### src/rtl/spi_cmd_pkg.sv
package spi_cmd_pkg;
  localparam logic [7:0] OP_WREN = 8'h06;
  localparam logic [7:0] OP_WRDI = 8'h04;
  localparam logic [7:0] OP_WRSR = 8'h01;
  localparam logic [7:0] OP_PP   = 8'h02;
  localparam logic [7:0] OP_SE   = 8'h20;
  localparam logic [7:0] OP_BE   = 8'hD8;
  localparam logic [7:0] OP_CE_A = 8'hC7;
  localparam logic [7:0] OP_CE_B = 8'h60;
  localparam logic [7:0] OP_DP   = 8'hB9;
  localparam logic [7:0] OP_READ = 8'h03;
  localparam logic [7:0] OP_RDSR = 8'h05;

  function automatic logic needs_wel(input logic [7:0] op);
    return (op == OP_PP) || (op == OP_SE) || (op == OP_BE) ||
           (op == OP_CE_A) || (op == OP_CE_B) || (op == OP_WRSR);
  endfunction

  function automatic logic is_read(input logic [7:0] op);
    return (op == OP_READ) || (op == OP_RDSR);
  endfunction
endpackage

### src/rtl/spi_sync.sv
module spi_sync #(
  parameter int STAGES = 2
) (
  input  logic clk_i,
  input  logic rst_ni,
  input  logic cs_n_i,
  input  logic sck_i,
  input  logic sdi_i,
  output logic cs_n_o,
  output logic sdi_o,
  output logic sck_rise_o,
  output logic cs_rise_o
);
  // lane order: {cs_n, sck, sdi}
  logic [2:0] stg_q [STAGES];
  logic       sck_q, cs_q;

  always_ff @(posedge clk_i or negedge rst_ni) begin
    if (!rst_ni) begin
      for (int i = 0; i < STAGES; i++) stg_q[i] <= 3'b100;
      sck_q <= 1'b0;
      cs_q  <= 1'b1;
    end else begin
      stg_q[0] <= {cs_n_i, sck_i, sdi_i};
      for (int i = 1; i < STAGES; i++) stg_q[i] <= stg_q[i-1];
      sck_q <= stg_q[STAGES-1][1];
      cs_q  <= stg_q[STAGES-1][2];
    end
  end

  assign cs_n_o     = stg_q[STAGES-1][2];
  assign sdi_o      = stg_q[STAGES-1][0];
  assign sck_rise_o = stg_q[STAGES-1][1] & ~sck_q & ~stg_q[STAGES-1][2];
  assign cs_rise_o  = stg_q[STAGES-1][2] & ~cs_q;
endmodule

### src/rtl/spi_shifter.sv
module spi_shifter #(
  parameter int CNT_W = 10
) (
  input  logic             clk_i,
  input  logic             rst_ni,
  input  logic             cs_n_i,
  input  logic             sdi_i,
  input  logic             sck_rise_i,
  output logic [2:0]       bit_cnt_o,
  output logic [CNT_W-1:0] byte_cnt_o,
  output logic             byte_vld_o,
  output logic [7:0]       byte_o,
  output logic [CNT_W-1:0] byte_idx_o
);
  localparam logic [CNT_W-1:0] CNT_MAX = '1;

  logic [6:0] shreg_q;

  always_ff @(posedge clk_i or negedge rst_ni) begin
    if (!rst_ni) begin
      shreg_q    <= '0;
      bit_cnt_o  <= '0;
      byte_cnt_o <= '0;
      byte_vld_o <= 1'b0;
      byte_o     <= '0;
      byte_idx_o <= '0;
    end else if (cs_n_i) begin
      shreg_q    <= '0;
      bit_cnt_o  <= '0;
      byte_cnt_o <= '0;
      byte_vld_o <= 1'b0;
    end else begin
      byte_vld_o <= 1'b0;
      if (sck_rise_i) begin
        shreg_q   <= {shreg_q[5:0], sdi_i};
        bit_cnt_o <= bit_cnt_o + 3'd1;
        if (bit_cnt_o == 3'd7) begin
          byte_vld_o <= 1'b1;
          byte_o     <= {shreg_q, sdi_i};
          byte_idx_o <= byte_cnt_o;
          if (byte_cnt_o != CNT_MAX) byte_cnt_o <= byte_cnt_o + 1'b1;
        end
      end
    end
  end
endmodule

### src/rtl/spi_cmd_decide.sv
module spi_cmd_decide
  import spi_cmd_pkg::*;
#(
  parameter int CNT_W = 10
) (
  input  logic             clk_i,
  input  logic             rst_ni,
  input  logic             cs_rise_i,
  input  logic             busy_i,
  input  logic [2:0]       bit_cnt_i,
  input  logic [CNT_W-1:0] byte_cnt_i,
  input  logic             byte_vld_i,
  input  logic [7:0]       byte_i,
  input  logic [CNT_W-1:0] byte_idx_i,
  output logic             exec_o,
  output logic [7:0]       exec_op_o,
  output logic [23:0]      exec_addr_o,
  output logic [CNT_W-1:0] exec_cnt_o,
  output logic             pp_strobe_o,
  output logic [7:0]       pp_data_o,
  output logic             wel_o,
  output logic             rd_active_o
);
  logic [7:0]       op_q;
  logic [23:0]      addr_q;
  logic             acc, set_wel, clr_wel;
  logic [CNT_W-1:0] cnt;
  logic             framed;

  always_ff @(posedge clk_i or negedge rst_ni) begin
    if (!rst_ni) begin
      op_q        <= '0;
      addr_q      <= '0;
      rd_active_o <= 1'b0;
      pp_strobe_o <= 1'b0;
      pp_data_o   <= '0;
    end else begin
      pp_strobe_o <= 1'b0;
      if (cs_rise_i) rd_active_o <= 1'b0;
      if (byte_vld_i) begin
        if (byte_idx_i == '0) begin
          op_q        <= byte_i;
          addr_q      <= '0;
          rd_active_o <= is_read(byte_i);
        end else if (byte_idx_i == CNT_W'(1)) addr_q[23:16] <= byte_i;
        else if (byte_idx_i == CNT_W'(2))     addr_q[15:8]  <= byte_i;
        else if (byte_idx_i == CNT_W'(3))     addr_q[7:0]   <= byte_i;
        else if (op_q == OP_PP && wel_o && !busy_i) begin
          pp_strobe_o <= 1'b1;
          pp_data_o   <= byte_i;
        end
      end
    end
  end

  // commit-or-reject at chip select rise
  assign framed = cs_rise_i && (bit_cnt_i == 3'd0) && (byte_cnt_i != '0) && !busy_i;

  always_comb begin
    acc     = 1'b0;
    set_wel = 1'b0;
    clr_wel = 1'b0;
    cnt     = '0;
    if (framed) begin
      unique case (op_q)
        OP_WREN:          set_wel = 1'b1;
        OP_WRDI:          clr_wel = 1'b1;
        OP_DP:            acc = 1'b1;
        OP_CE_A, OP_CE_B: acc = wel_o;
        OP_SE, OP_BE:     acc = wel_o && (byte_cnt_i == CNT_W'(4));
        OP_WRSR:          acc = wel_o && (byte_cnt_i == CNT_W'(2));
        OP_PP: begin
          acc = wel_o && (byte_cnt_i >= CNT_W'(5));
          cnt = byte_cnt_i - CNT_W'(4);
        end
        default: ;
      endcase
      if (acc && needs_wel(op_q)) clr_wel = 1'b1;
    end
  end

  always_ff @(posedge clk_i or negedge rst_ni) begin
    if (!rst_ni) begin
      exec_o      <= 1'b0;
      exec_op_o   <= '0;
      exec_addr_o <= '0;
      exec_cnt_o  <= '0;
      wel_o       <= 1'b0;
    end else begin
      exec_o <= acc;
      if (acc) begin
        exec_op_o   <= op_q;
        exec_addr_o <= addr_q;
        exec_cnt_o  <= cnt;
      end
      if (set_wel)      wel_o <= 1'b1;
      else if (clr_wel) wel_o <= 1'b0;
    end
  end
endmodule

### src/rtl/spi_cmd_frame.sv
module spi_cmd_frame #(
  parameter int CNT_W     = 10,
  parameter int SYNC_STGS = 2
) (
  input  logic             clk_i,
  input  logic             rst_ni,
  input  logic             cs_n_i,
  input  logic             sck_i,
  input  logic             sdi_i,
  input  logic             busy_i,
  output logic             exec_o,
  output logic [7:0]       exec_op_o,
  output logic [23:0]      exec_addr_o,
  output logic [CNT_W-1:0] exec_cnt_o,
  output logic             pp_strobe_o,
  output logic [7:0]       pp_data_o,
  output logic             wel_o,
  output logic             rd_active_o
);
  logic             cs_n_s, sdi_s, sck_rise, cs_rise;
  logic [2:0]       bit_cnt;
  logic [CNT_W-1:0] byte_cnt, byte_idx;
  logic             byte_vld;
  logic [7:0]       byte_val;

  spi_sync #(.STAGES(SYNC_STGS)) u_sync (
    .clk_i, .rst_ni, .cs_n_i, .sck_i, .sdi_i,
    .cs_n_o(cs_n_s), .sdi_o(sdi_s), .sck_rise_o(sck_rise), .cs_rise_o(cs_rise)
  );

  spi_shifter #(.CNT_W(CNT_W)) u_shift (
    .clk_i, .rst_ni, .cs_n_i(cs_n_s), .sdi_i(sdi_s), .sck_rise_i(sck_rise),
    .bit_cnt_o(bit_cnt), .byte_cnt_o(byte_cnt), .byte_vld_o(byte_vld),
    .byte_o(byte_val), .byte_idx_o(byte_idx)
  );

  spi_cmd_decide #(.CNT_W(CNT_W)) u_dec (
    .clk_i, .rst_ni, .cs_rise_i(cs_rise), .busy_i,
    .bit_cnt_i(bit_cnt), .byte_cnt_i(byte_cnt), .byte_vld_i(byte_vld),
    .byte_i(byte_val), .byte_idx_i(byte_idx),
    .exec_o, .exec_op_o, .exec_addr_o, .exec_cnt_o,
    .pp_strobe_o, .pp_data_o, .wel_o, .rd_active_o
  );
endmodule

### config.mk
export PLATFORM = sky130hd
export DESIGN_NAME = spi_cmd_frame
export DESIGN_NICKNAME = d
export VERILOG_FILES = /design/src/rtl/spi_cmd_pkg.sv /design/src/rtl/spi_sync.sv /design/src/rtl/spi_shifter.sv /design/src/rtl/spi_cmd_decide.sv /design/src/rtl/spi_cmd_frame.sv
export SDC_FILE = /design/constraint.sdc
export NUM_CORES = 1
export LEC_CHECK = 0
export BUFFER_PORTS_ARGS = -buffer_cell sky130_fd_sc_hd__buf_2
export CAP_MARGIN = 30
export CORE_ASPECT_RATIO = 0.5
export CORE_MARGIN = 2
export CORE_UTILIZATION = 35
export DETAILED_ROUTE_END_ITERATION = 6
export GPL_ROUTABILITY_DRIVEN = 0
export GPL_TIMING_DRIVEN = 0
export MAX_ROUTING_LAYER = met4
export PLACE_DENSITY_LB_ADDON = 0.1
export SLEW_MARGIN = 20
export SYNTH_ARGS = -nofsm -noshare
export SYNTH_HDL_FRONTEND = slang
export SYNTH_SLANG_ARGS = --single-unit
### constraint.sdc
create_clock -name clk_i -period 3.58 [get_ports clk_i]
set_input_delay 0.179 -clock clk_i [delete_from_list [all_inputs] [get_ports clk_i]]
set_output_delay 0.179 -clock clk_i [all_outputs]
set_load 0.05 [all_outputs]
==> metrics.csv <==
stage;metric;value;unit
outcome;status;finished clean;
critical_path;crit_required;3870;ps
yosys;ys.flop_type;dfrtp_1;
min_path;hold_path.class;input pin to flip-flop;
cts;numClockSinks;133;
power;p_leak;3.45;nW
global_route;grt_usage;15.7;%
critical_path;path_max_fanout;10;
global_route;grt_pass1_vias;3707;
floorplanning;io_pins;60;
drt;route.met2.wl;5.30;mm
global_route;antenna_found_initial;0;
finish;utilization;43.4;%
yosys;synth_largest_area_cell;dfrtp_1;
drt;drtIter0Drc;208;
timing;clock_skew;14.8;ps
finish;n_antenna_cell;0;
global_route;gr-total-overflow;0;
yosys;synth-edff-count;0;
critical_path;cp_num_buf_inv;2;
timing;setup_tns;0;ps
power;p_per_area;481;nW/um^2
critical_path;max_stage_delay;560;ps
cts;clk_pin_slew;60;ps
yosys;syn_area;5780;um^2
floorplanning;fp.dieW;186;um
drt;m1WireLength;6.71;mm
cts;cts_buffer_depth;2;
timing;tightest_slew;646;ps
floorplanning;rows;33;
timing;drv_slew;0;
yosys;synth-seq-cells;133;
cts;hold_buffers;4;
cts;clk_latency;410;ps
drt;drc;0;
critical_path;crit_family;simple AND/OR/NAND/NOR gates;
yosys;yosysMostFrequentCell;dfrtp_1;
yosys;yosys_warnings;0;
cts;ctsResizeCount;0;
finish;syn_to_final_growth;22.2;%
finish;final_net_count;571;
timing;rsz0062_at_grt;false;
cts;cts_tree;done;
critical_path;crit_slowest_cell;or4_4;
critical_path;criticalPathCategory;flip-flop to flip-flop;
timing;period_share;84.0;%
drt;routed_via_density;4.59;
timing;hold_viol_final;0;
yosys;syn_nets;488;
global_route;grt_max_degree;75;
yosys;ys_seq_area_share;57.6;%
drt;routedWlPerCell;15.7;um
critical_path;endpoint_kind;flip-flop;
floorplanning;core;16300;um^2
yosys;synth_top_area_share;56.3;%
cts;numCtsBuffers;17;
timing;setup_viol;0;
yosys;synth_common_cells;130 x dfrtp_1, 68 x nand2_1, 36 x mux2_4, 34 x mux2_2, 25 x nor2_1;
placement;io_buffer_count;59;
global_route;grt_pass1_wl;20.3;mm
finish;drive_gt1_share;31.8;%
floorplanning;initial_utilization;35.5;%
yosys;ys_types;44;
yosys;synth_async_sr_flop_share;100;%
timing;timing.final.crit_period;3010;ps
yosys;synth.avg_cell_area;12.3;um^2
job;cap_violations;0;
drt;dr.pass1.iters;7;
timing;relSlewSlack;56.9;%
drt;ant_nets;0;
drt;routed_wl;12.4;mm
critical_path;start_kind;flip-flop;
cts;cts_root_buf;clkbuf_16;
yosys;syn_inst;470;
floorplanning;dieHeight;94.9;um
yosys;synth_area_leaders;dfrtp_1 56%, mux2_4 9.4%, mux2_2 6.6%;
critical_path;worstPathCellList;clkbuf_1 -> or4_4 -> or2_1 -> nor4_2 -> o41ai_2 -> a21oi_4 -> buf_6 -> mux2_4;
placement;place_hpwl;8.48;mm
power;ir_worst_vdd;0.000319;V
floorplanning;design.die.area;17600;um^2
drt;dr_wl_met3;297;um
timing;fmax;0.333;GHz
cts;post_cts_buffers;0;
finish;nFillCells;1616;
drt;top_layer;met4;
critical_path;arrival;3290;ps
drt;vias;3636;
cts;htree_num_levels;4;
## cell usage in the layout, fill, tap and decap left out, types with 5 or more instances in the layout
cell and n:
dfrtp_1 130, nor4_1 6, mux2_4 36, a21oi_1 16, nand2b_1 5, nand3_1 6, xnor2_1 10, o21ai_0 22
buf_2 58, o21ai_1 7, clkinv_4 5, nor2_1 25, clkbuf_16 17, mux2_2 34, clkbuf_1 16, buf_6 5
nand2_1 68, xor2_1 6, nand4_1 6, inv_1 14, ha_1 12
## layout make-up
cell class | instances | area, um^2 | share of cell area (%)
clock inverters | 13 | 175 | 2.48
plain buffers | 22 | 120 | 1.70
multi-input cells | 301 | 2280 | 32.2
flip-flops and latches | 133 | 3330 | 47.2
repair buffers | 64 | 373 | 5.28
well taps | 227 | 284 | 4.02
clock buffers | 19 | 453 | 6.41
inverters | 14 | 52.6 | 0.744
## logic make-up after synthesis
logic type	share of synthesized area [%]
flops	57.6
compound gates	5.84
mux	16.6
buf+inv	2.99
simple gates	11.9
fa+ha+maj	2.60
xor+xnor	2.42
## worst register-to-register path: stages (launching register included)
cell	delay [ps]
dfrtp_1	350
clkbuf_1	190
or4_4	560
or2_1	290
nor4_2	370
o41ai_2	180
a21oi_4	380
buf_6	250
mux2_4	320
## final timing paths
path,depth (start not counted),slack (ps),end,start
max in group asynchronous,3,2570,u_dec.pp_data_o[7],rst_ni
min,3,120,u_dec.pp_strobe_o,busy_i
min in group asynchronous,2,290,u_dec.exec_cnt_o[7],rst_ni
max reg2reg,8,570,u_dec.exec_op_o[0],u_shift.byte_cnt_o[6]
min reg2reg,0,350,u_sync.sdi_o,u_sync.stg_q[3]
max,8,570,u_dec.exec_op_o[0],u_shift.byte_cnt_o[6]
## flip-flops by register name, indices dropped and copies added (netlist names), 4 cells and up
name,count
u_shift.shreg_q,7
u_dec.op_q,8
u_sync.stg_q,4
u_dec.exec_op_o,8
u_shift.byte_o,8
u_shift.byte_cnt_o,10
u_dec.exec_addr_o,24
u_shift.byte_idx_o,10
u_dec.pp_data_o,8
u_dec.addr_q,24
u_dec.exec_cnt_o,10
## where the power goes
part	internal, mW	switching, mW	leakage [nW]
clock network	1.14	0.684	0.294
registers	1.51	0.00350	1.82
logic	0.0133	0.0417	1.34
total	2.67	0.730	3.45
## routing by layer
layer	vias to the layer above	GRT usage [%]
met5	-	-
met4	0	5.31
met3	11	3.05
li1	1787	-
met2	46	22.4
met1	1792	22.2
## stage by stage
step	cell area (um^2)	std cells	power (mW)	hold slack, ps	setup slack (ps)
finish	7070	793	3.40	121	573
global route	7070	793	3.53	129	435
CTS	7070	793	3.45	125	559
detailed placement	6400	757	1.60	153	610
global placement	6360	756	1.59	288	339
floorplan	5780	470	1.55	-117	920
No activity file was read; power rests on OpenSTA's default activity.
